<file path="config.mk">
export PLATFORM = sky130hd
export DESIGN_NAME = vn_weighted_node
export DESIGN_NICKNAME = d
export VERILOG_FILES = /design/src/rtl/vn_pkg.sv /design/src/rtl/vn_edge_sum.sv /design/src/rtl/vn_norm.sv /design/src/rtl/vn_blend.sv /design/src/rtl/vn_weighted_node.sv
export SDC_FILE = /design/constraint.sdc
export NUM_CORES = 2
export LEC_CHECK = 0
export BUFFER_PORTS_ARGS = -buffer_cell sky130_fd_sc_hd__buf_4
export CORE_MARGIN = 4
export CORE_UTILIZATION = 60
export CTS_CLUSTER_DIAMETER = 100
export DETAILED_ROUTE_END_ITERATION = 6
export PLACE_DENSITY = 0.88
export SETUP_SLACK_MARGIN = 0.3
export SYNTH_ARGS = -nofsm -noshare
export SYNTH_HDL_FRONTEND = slang
export SYNTH_SLANG_ARGS = --single-unit
export TNS_END_PERCENT = 1
</file>
<file path="constraint.sdc">
create_clock -name clk -period 12.8 [get_ports clk]
set_input_delay 1.92 -clock clk [delete_from_list [all_inputs] [get_ports clk]]
set_output_delay 1.92 -clock clk [all_outputs]
set_load 0.01 [all_outputs]
</file>
<file path="src/rtl/vn_pkg.sv">
// Package: constants shared by the variable node pipeline.
// Assumes the field is GF(4): every message vector has four entries.
package vn_pkg;
    localparam int GF_Q      = 4;
    localparam int SYM_IDX_W = $clog2(GF_Q);
endpackage

</file>
<file path="src/rtl/vn_edge_sum.sv">
// Module: vn_edge_sum
// For every edge, adds the intrinsic vector to the extrinsic vectors of all
// the other edges and clamps each entry at the largest message value.
// Assumes MSG_W >= IN_W and unsigned reliabilities.
module vn_edge_sum
    import vn_pkg::*;
#(
    parameter int IN_W  = 10,
    parameter int MSG_W = 10,
    parameter int DEG   = 3
) (
    input  logic [GF_Q*IN_W-1:0]      intr_i,
    input  logic [DEG*GF_Q*MSG_W-1:0] ext_i,
    output logic [DEG*GF_Q*MSG_W-1:0] sum_o
);
    localparam int ACC_W = MSG_W + $clog2(DEG + 1);
    localparam logic [ACC_W-1:0] MAX_V = ACC_W'({MSG_W{1'b1}});

    for (genvar e = 0; e < DEG; e++) begin : g_edge
        for (genvar s = 0; s < GF_Q; s++) begin : g_sym
            logic [ACC_W-1:0] acc;

            // Wide sum over intrinsic plus every other edge, then clamp.
            always_comb begin
                acc = ACC_W'(intr_i[s*IN_W +: IN_W]);
                for (int k = 0; k < DEG; k++) begin
                    if (k != e) begin
                        acc = acc + ACC_W'(ext_i[(k*GF_Q+s)*MSG_W +: MSG_W]);
                    end
                end
            end

            // Saturate rather than wrap.
            always_comb begin
                if (acc > MAX_V) begin
                    sum_o[(e*GF_Q+s)*MSG_W +: MSG_W] = {MSG_W{1'b1}};
                end else begin
                    sum_o[(e*GF_Q+s)*MSG_W +: MSG_W] = acc[MSG_W-1:0];
                end
            end
        end
    end
endmodule

</file>
<file path="src/rtl/vn_norm.sv">
// Module: vn_norm
// Finds the smallest of the four entries of one vector and subtracts it from
// every entry, so the result keeps its order and has at least one zero.
// Assumes unsigned entries.
module vn_norm
    import vn_pkg::*;
#(
    parameter int MSG_W = 10
) (
    input  logic [GF_Q*MSG_W-1:0] vec_i,
    output logic [GF_Q*MSG_W-1:0] norm_o
);
    logic [MSG_W-1:0] lo_pair [2];
    logic [MSG_W-1:0] min_v;

    // First level of the minimum tree: two pairwise comparisons.
    always_comb begin
        for (int p = 0; p < 2; p++) begin
            if (vec_i[(2*p)*MSG_W +: MSG_W] <= vec_i[(2*p+1)*MSG_W +: MSG_W]) begin
                lo_pair[p] = vec_i[(2*p)*MSG_W +: MSG_W];
            end else begin
                lo_pair[p] = vec_i[(2*p+1)*MSG_W +: MSG_W];
            end
        end
    end

    // Second level of the minimum tree.
    always_comb begin
        min_v = (lo_pair[0] <= lo_pair[1]) ? lo_pair[0] : lo_pair[1];
    end

    // Subtract the minimum from every entry; never underflows.
    for (genvar s = 0; s < GF_Q; s++) begin : g_sub
        always_comb begin
            norm_o[s*MSG_W +: MSG_W] = vec_i[s*MSG_W +: MSG_W] - min_v;
        end
    end
endmodule

</file>
<file path="src/rtl/vn_blend.sv">
// Module: vn_blend
// Weighted sum of one normalized vector and its stored predecessor:
// floor((BETA_NUM*new + (2^BETA_SH-BETA_NUM)*old) / 2^BETA_SH), clamped.
// Constant products are formed from shifted copies only.
// Assumes 0 <= BETA_NUM <= 2^BETA_SH.
module vn_blend
    import vn_pkg::*;
#(
    parameter int MSG_W    = 10,
    parameter int BETA_NUM = 3,
    parameter int BETA_SH  = 2
) (
    input  logic [GF_Q*MSG_W-1:0] new_i,
    input  logic [GF_Q*MSG_W-1:0] old_i,
    output logic [GF_Q*MSG_W-1:0] mix_o
);
    localparam int PW      = MSG_W + BETA_SH + 2;
    localparam int OLD_NUM = (1 << BETA_SH) - BETA_NUM;
    localparam logic [PW-1:0] MAX_V = PW'({MSG_W{1'b1}});

    // Constant multiply by summing shifted copies for each set bit.
    function automatic logic [PW-1:0] cmul(input logic [MSG_W-1:0] x,
                                           input int unsigned c);
        logic [PW-1:0] acc;
        acc = '0;
        for (int b = 0; b <= BETA_SH; b++) begin
            if (c[b]) begin
                acc = acc + (PW'(x) << b);
            end
        end
        return acc;
    endfunction

    for (genvar s = 0; s < GF_Q; s++) begin : g_sym
        logic [PW-1:0] wsum;
        logic [PW-1:0] quo;

        // Weighted sum and truncating division by the power of two.
        always_comb begin
            wsum = cmul(new_i[s*MSG_W +: MSG_W], BETA_NUM)
                 + cmul(old_i[s*MSG_W +: MSG_W], OLD_NUM);
            quo  = wsum >> BETA_SH;
        end

        // Clamp to the message width.
        always_comb begin
            if (quo > MAX_V) begin
                mix_o[s*MSG_W +: MSG_W] = {MSG_W{1'b1}};
            end else begin
                mix_o[s*MSG_W +: MSG_W] = quo[MSG_W-1:0];
            end
        end
    end
endmodule

</file>
<file path="src/rtl/vn_weighted_node.sv">
// Module: vn_weighted_node (top)
// Three-stage pipeline for one variable node of degree DEG over GF(4):
//   stage 1 registers clamped per-edge sums and the stored messages,
//   stage 2 registers the normalized vectors,
//   stage 3 registers the blended outgoing vectors (msg_o).
// The whole pipeline advances together whenever the output stage is empty
// or being taken, which gives a fixed latency of three edges.
// Assumes synchronous active-low reset and MSG_W >= IN_W.
module vn_weighted_node
    import vn_pkg::*;
#(
    parameter int IN_W     = 10,
    parameter int MSG_W    = 10,
    parameter int DEG      = 3,
    parameter int BETA_NUM = 3,
    parameter int BETA_SH  = 2
) (
    input  logic                       clk,
    input  logic                       rst_n,
    input  logic                       in_valid,
    output logic                       in_ready,
    input  logic [GF_Q*IN_W-1:0]       intr_i,
    input  logic [DEG*GF_Q*MSG_W-1:0]  ext_i,
    input  logic [DEG*GF_Q*MSG_W-1:0]  prev_i,
    output logic                       out_valid,
    input  logic                       out_ready,
    output logic [DEG*GF_Q*MSG_W-1:0]  msg_o
);
    localparam int VEC_W = GF_Q * MSG_W;
    localparam int ALL_W = DEG * VEC_W;

    logic             advance;
    logic [ALL_W-1:0] sum_c;
    logic [ALL_W-1:0] norm_c;
    logic [ALL_W-1:0] mix_c;

    logic             s1_v;
    logic [ALL_W-1:0] s1_sum;
    logic [ALL_W-1:0] s1_prev;
    logic             s2_v;
    logic [ALL_W-1:0] s2_norm;
    logic [ALL_W-1:0] s2_prev;

    // Pipeline moves when the output register is free or being drained.
    always_comb begin
        advance  = !out_valid || out_ready;
        in_ready = advance;
    end

    vn_edge_sum #(
        .IN_W (IN_W),
        .MSG_W(MSG_W),
        .DEG  (DEG)
    ) u_edge_sum (
        .intr_i(intr_i),
        .ext_i (ext_i),
        .sum_o (sum_c)
    );

    for (genvar e = 0; e < DEG; e++) begin : g_edge
        vn_norm #(
            .MSG_W(MSG_W)
        ) u_norm (
            .vec_i (s1_sum[e*VEC_W +: VEC_W]),
            .norm_o(norm_c[e*VEC_W +: VEC_W])
        );

        vn_blend #(
            .MSG_W   (MSG_W),
            .BETA_NUM(BETA_NUM),
            .BETA_SH (BETA_SH)
        ) u_blend (
            .new_i(s2_norm[e*VEC_W +: VEC_W]),
            .old_i(s2_prev[e*VEC_W +: VEC_W]),
            .mix_o(mix_c[e*VEC_W +: VEC_W])
        );
    end

    // Valid bits of the three stages.
    always_ff @(posedge clk) begin
        if (!rst_n) begin
            s1_v      <= 1'b0;
            s2_v      <= 1'b0;
            out_valid <= 1'b0;
        end else if (advance) begin
            s1_v      <= in_valid;
            s2_v      <= s1_v;
            out_valid <= s2_v;
        end
    end

    // Data registers of the three stages.
    always_ff @(posedge clk) begin
        if (!rst_n) begin
            s1_sum  <= '0;
            s1_prev <= '0;
            s2_norm <= '0;
            s2_prev <= '0;
            msg_o   <= '0;
        end else if (advance) begin
            s1_sum  <= sum_c;
            s1_prev <= prev_i;
            s2_norm <= norm_c;
            s2_prev <= s1_prev;
            msg_o   <= mix_c;
        end
    end
endmodule

</file>
* Word-level counts from Yosys, hierarchy flattened *
Cells that the tools add are included.

word-level totals
  output and inout bits = 122
  flip-flop bits (word level) = 603
  input port bits = 284

cells by class
  $add $sub $neg = 56
  reductions and logical operators = 2
  multiplexer cells = 33
  $lt $le $gt $ge = 33

operators with widths
  operator              count
  $mux 10               33
  $gt 12x10->1 const B  21
  $add 10x11->12        12
  $add 12x10->12        12
  $sub 10x10->10        12
  $le 10x10->1          9
  $add 10x10->11        8
  $add 14x10->14        6
  $add 12x10->13        6
  $gt 11x10->1 const B  3
  $logic_not 1->1       1
  $logic_or 1x1->1      1

* Longest topological paths before layout *
  depth after elaboration = 5
  mapped depth = 43

* Modules after synthesis *
From an unflattened synthesis, not the netlist that was laid out.

unflattened totals
  cells, all modules = 5726
  area total of the unflattened synthesis = 50260.7 µm²

modules (own cells, without submodules)
  module                           area an instance (µm²)  cells each  instances
  vn_weighted_node                 24287.0                 2479        1
  vn_edge_sum                      8065.2                  1026        1
  vn_norm at g_edge[0].u_norm ...  3144.3                  410         2
  vn_blend at g_edge[1].u_blend    3021.6                  349         1
  vn_blend at g_edge[2].u_blend    2956.6                  348         1
  vn_blend at g_edge[0].u_blend    2894.0                  352         1
  vn_norm at g_edge[2].u_norm      2747.6                  352         1

* Worst setup path before layout *
OpenSTA, ideal clock, no wires.

  path kind = register to register
  start point = register s1_sum[11]
  end point = register s2_norm[29]
  library setup time = 130 ps
  data arrival time = 7656 ps
  slack = 5014 ps
  data required time = 12670 ps
  clock period less this slack = 7786 ps
  stages on the path, launching flop included = 44
  buffers on the path = 2
  cells stage by stage = dfxtp_1 -> inv_1 -> ha_1 -> nor2b_1 -> o21a_1 -> o21a_1 -> o21a_1 -> o21a_1 -> o21a_1 -> o21a_1 -> o21a_1 -> o21ai_0 -> a21oi_1 -> buf_1 -> mux2i_1 -> inv_1 -> ha_1 -> nor2b_1 -> [8 not listed] -> o22ai_1 -> clkbuf_1 -> mux2i_1 -> inv_1 -> ha_1 -> nor2b_1 -> o21ai_0 -> nand2b_1 -> and2_1 -> o21ai_0 -> nand2b_1 -> a21o_1 -> a21o_1 -> a21o_1 -> a21oi_1 -> xor2_1 -> xnor2_1 -> o21ai_0

between the ends
  longest elaborated chain between the ends = 5

RTL lines
  element                   line                     RTL
  start: declaration        vn_weighted_node.sv:38   logic [ALL_W-1:0] s1_sum;
  start signal: assignment  vn_weighted_node.sv:101  s1_sum <= sum_c;
  $le 10x10->1              vn_norm.sv:19            if (vec_i[(2*p)*MSG_W +: MSG_W] <= vec_i[(2*p+1)*MSG_W +: MSG_W]) begin
  $mux 10 (*)               vn_norm.sv:19
  $le 10x10->1              vn_norm.sv:29            min_v = (lo_pair[0] <= lo_pair[1]) ? lo_pair[0] : lo_pair[1];
  $mux 10 (*)               vn_norm.sv:29
  $sub 10x10->10 (*)        vn_norm.sv:35            norm_o[s*MSG_W +: MSG_W] = vec_i[s*MSG_W +: MSG_W] - min_v;
  end signal: assignment    vn_weighted_node.sv:103  s2_norm <= norm_c;
  end: declaration          vn_weighted_node.sv:41   logic [ALL_W-1:0] s2_norm;

Mark *: on every way between the ends. The rest lies on a longest branch, timed or not.
A chain may end at the register's enable or synchronous reset.

* Worst setup path after layout *
Same ends and word-level chain as after synthesis.

==> run metrics <==
Pleak=22.3 nW; family with the most delay on the worst path=compound AO/OA/AOI/OAI gates; post-synthesis xor/xnor area fraction=0.0668; grt ovf=0; mux cell area share after synthesis=0.0171; DRT antenna net count=0; DR top layer=met5; detailed placement HPWL=92900 um; final-report setup violation count=0; core area=68900 um2; worst path arrival time=8.77 ns; routed wl met2=53100 um; HP Class=flop to flop; clock-pin slew on the worst setup and hold paths=0.06 ns; power density cells=272 nW/um2; Syn Inst Count=5060; FP Rows=96; maximum buffer depth of the clock tree=3; Synth Warn #=0; maximum VDD drop=0.000157 V; register area share after synthesis=0.288; Async SR Flop Fraction=0; mapped cell area=42000 um2; Max Fclk=0.121 GHz; crit-path max FO=9; most frequent cells in the layout=nand2_1 (778), a21oi_1 (616), dfxtp_1 (603); CP max stage delay=0.65 ns; CP Launch Type=flop; most common cell after layout, fill and taps aside=nand2_1; slowest cell on the critical path=mux2i_1; root buf cell=clkbuf_16; post-layout minimum cycle time=8.26 ns; Synth Area in Compound Gates=0.223; clk_lat worst skew=0.64 ns; via count=37.7k; H-tree depth=2; most used cell, CP=o21a_1; Area growth, synth to finish=13.8%; largest family of logic cells by synthesized area=compound AO/OA/AOI/OAI gates; Starting Density=0.609; Slew Viols, Final=0; outcome=completed; Max Cap Violations=0; critical path required time=13.31 ns; Iter 0 DRT Violations=3443; setup TNS=0 ns; Die Area=74200 um2; DRC viols=0; first-pass iteration count of the detailed router=5; layout net count=6274; Net Count, Synth=5998; # diodes=0; CTS tree=built; io pins=406; Synth Area per Inst=8.29 um2; Num CTS Buffers=59; wire length per cell=19.2 um; EDFF count, synth=0; die height=272 um; initial antenna violation count=1; endpoints failing hold=0; GPL Wtd Cong=0.958; vias in the first global route=36.1k; Worst Skew=0.0121 ns; slew margin rel.=0.183; clk sink count=603; proportion of layout cells with a drive suffix above 1=0.130; first-pass GRT wire length=192000 um; Inst Count DP=6206; met1 WL=54500 um; Layout fillers=5479; Worst Setup Path Type=flop to flop; adder-cell share of the synthesized area=0.215; simple-gate share of the synthesized area=0.142; final non-filler cell total=6315; post-synthesis register bit count=603; I/O Buffers=405; synth unique cells=75; via/cell ratio=5.96; cts hold-fix bufs=0; Slew @ Worst Pin=1.23 ns; Worst Path Buf+Inv=4; GRT Util Overall=0.315; CP endpoint kind=flop; postcts setup bufs=0; Met3 Routed Length=9190 um; die width=272 um; RSZ-0062 raised after global routing=no; Total Wirelength=121000 um; Gates resized, CTS repair=0; Synth Flop Type=dfxtp_1; period utilisation layout=0.645; largest net degree at the start of global routing=170
==> per-layer routing <==
metal | vias to the layer above | track usage
met5 | - | 0
met2 | 1421 | 0.495
li1 | 18300 | -
met3 | 259 | 0.0503
met4 | 2 | 0.101
met1 | 17700 | 0.444
==> Yosys cell counts (all sizes together), types with 12 or more instances <==
cell type / n / area share
a211o: 20 / 0.0042
a211oi: 41 / 0.0073
a21boi: 17 / 0.0030
a21o: 107 / 0.019
a21oi: 616 / 0.073
a31oi: 104 / 0.016
and3: 22 / 0.0033
buf: 38 / 0.0034
clkbuf: 173 / 0.015
dfxtp: 603 / 0.29
fa: 98 / 0.047
ha: 556 / 0.17
inv: 336 / 0.030
mux2: 22 / 0.0059
mux2i: 47 / 0.011
nand2: 778 / 0.070
nand2b: 33 / 0.0049
nand3: 68 / 0.0081
nand4: 20 / 0.0031
nor2: 221 / 0.020
nor2b: 66 / 0.0098
nor3: 71 / 0.0087
o211ai: 19 / 0.0036
o21a: 72 / 0.013
o21ai: 285 / 0.034
o21bai: 58 / 0.010
o221a: 97 / 0.026
o31ai: 12 / 0.0021
or2: 18 / 0.0027
or3: 18 / 0.0029
xnor2: 242 / 0.051
xor2: 78 / 0.016
==> worst paths after layout <==
kind | startpoint | end | slack [ns] | cells past startpoint
worst min-delay path | s1_prev[30] | s1_prev[30] | 0.45 | 2
worst min register to register | s1_prev[30] | s1_prev[30] | 0.45 | 2
worst max register to register | s1_sum[11] | s2_norm[29] | 4.54 | 42
worst max-delay path | s1_sum[11] | s2_norm[29] | 4.54 | 42
==> metrics by stage <==
stage | cell area [um2] | power [mW] | util | hold WS (ns) | setup slack, ns
after CTS | 47700 | 12.8 | 0.692 | 0.454 | 4.55
after detailed placement | 45600 | 10.8 | 0.661 | 0.444 | 4.65
after global routing | 47700 | 14.0 | 0.692 | 0.464 | 3.99
after floorplan | 42000 | 8.62 | - | 0.427 | 5.01
after global placement | 45600 | 10.6 | 0.661 | 0.439 | 4.70
final | 47700 | 13.0 | 0.692 | 0.453 | 4.54
==> layout make-up <==
| class | instances | area, um2 | area share |
|---|---|---|---|
| Timing Repair Buffer | 426 | 3210 | 0.0673 |
| Clock buffer | 69 | 1580 | 0.0332 |
| Clock inverter | 40 | 587 | 0.0123 |
| Multi-Input combinational cell | 3909 | 27800 | 0.583 |
| Tap cell | 931 | 1160 | 0.0244 |
| Sequential cell | 603 | 12100 | 0.253 |
| Inverter | 337 | 1280 | 0.0268 |
==> registers in the layout (all words and copies together), names as in the netlist <==
register	count
out_valid	1
msg_o	120
s1_v	1
s2_norm	120
s1_sum	120
s1_prev	120
s2_v	1
s2_prev	120
==> cells by family (layout without fill, tap and decap cells) <==
group | after synthesis | after routing
compound gates | 1494 | 1494
simple gates | 1361 | 1361
buf+inv | 548 | 872
mux | 69 | 69
fa+ha+maj | 665 | 665
xor+xnor | 320 | 320
flops | 603 | 603
==> tightest hold or removal path, cell delays in order (launching register included) <==
cell and delay (ns):
dfxtp_1 0.31, nand2_1 0.05, a21oi_1 0.05
==> where the power goes <==
| part | internal, mW | switching, mW | leakage [nW] |
|---|---|---|---|
| sequential | 2.34 | 0.481 | 5.01 |
| combinational | 3.67 | 4.53 | 16.2 |
| clock | 1.15 | 0.800 | 1.06 |
| total | 7.16 | 5.81 | 22.3 |
(Power assumes the default switching activity.)
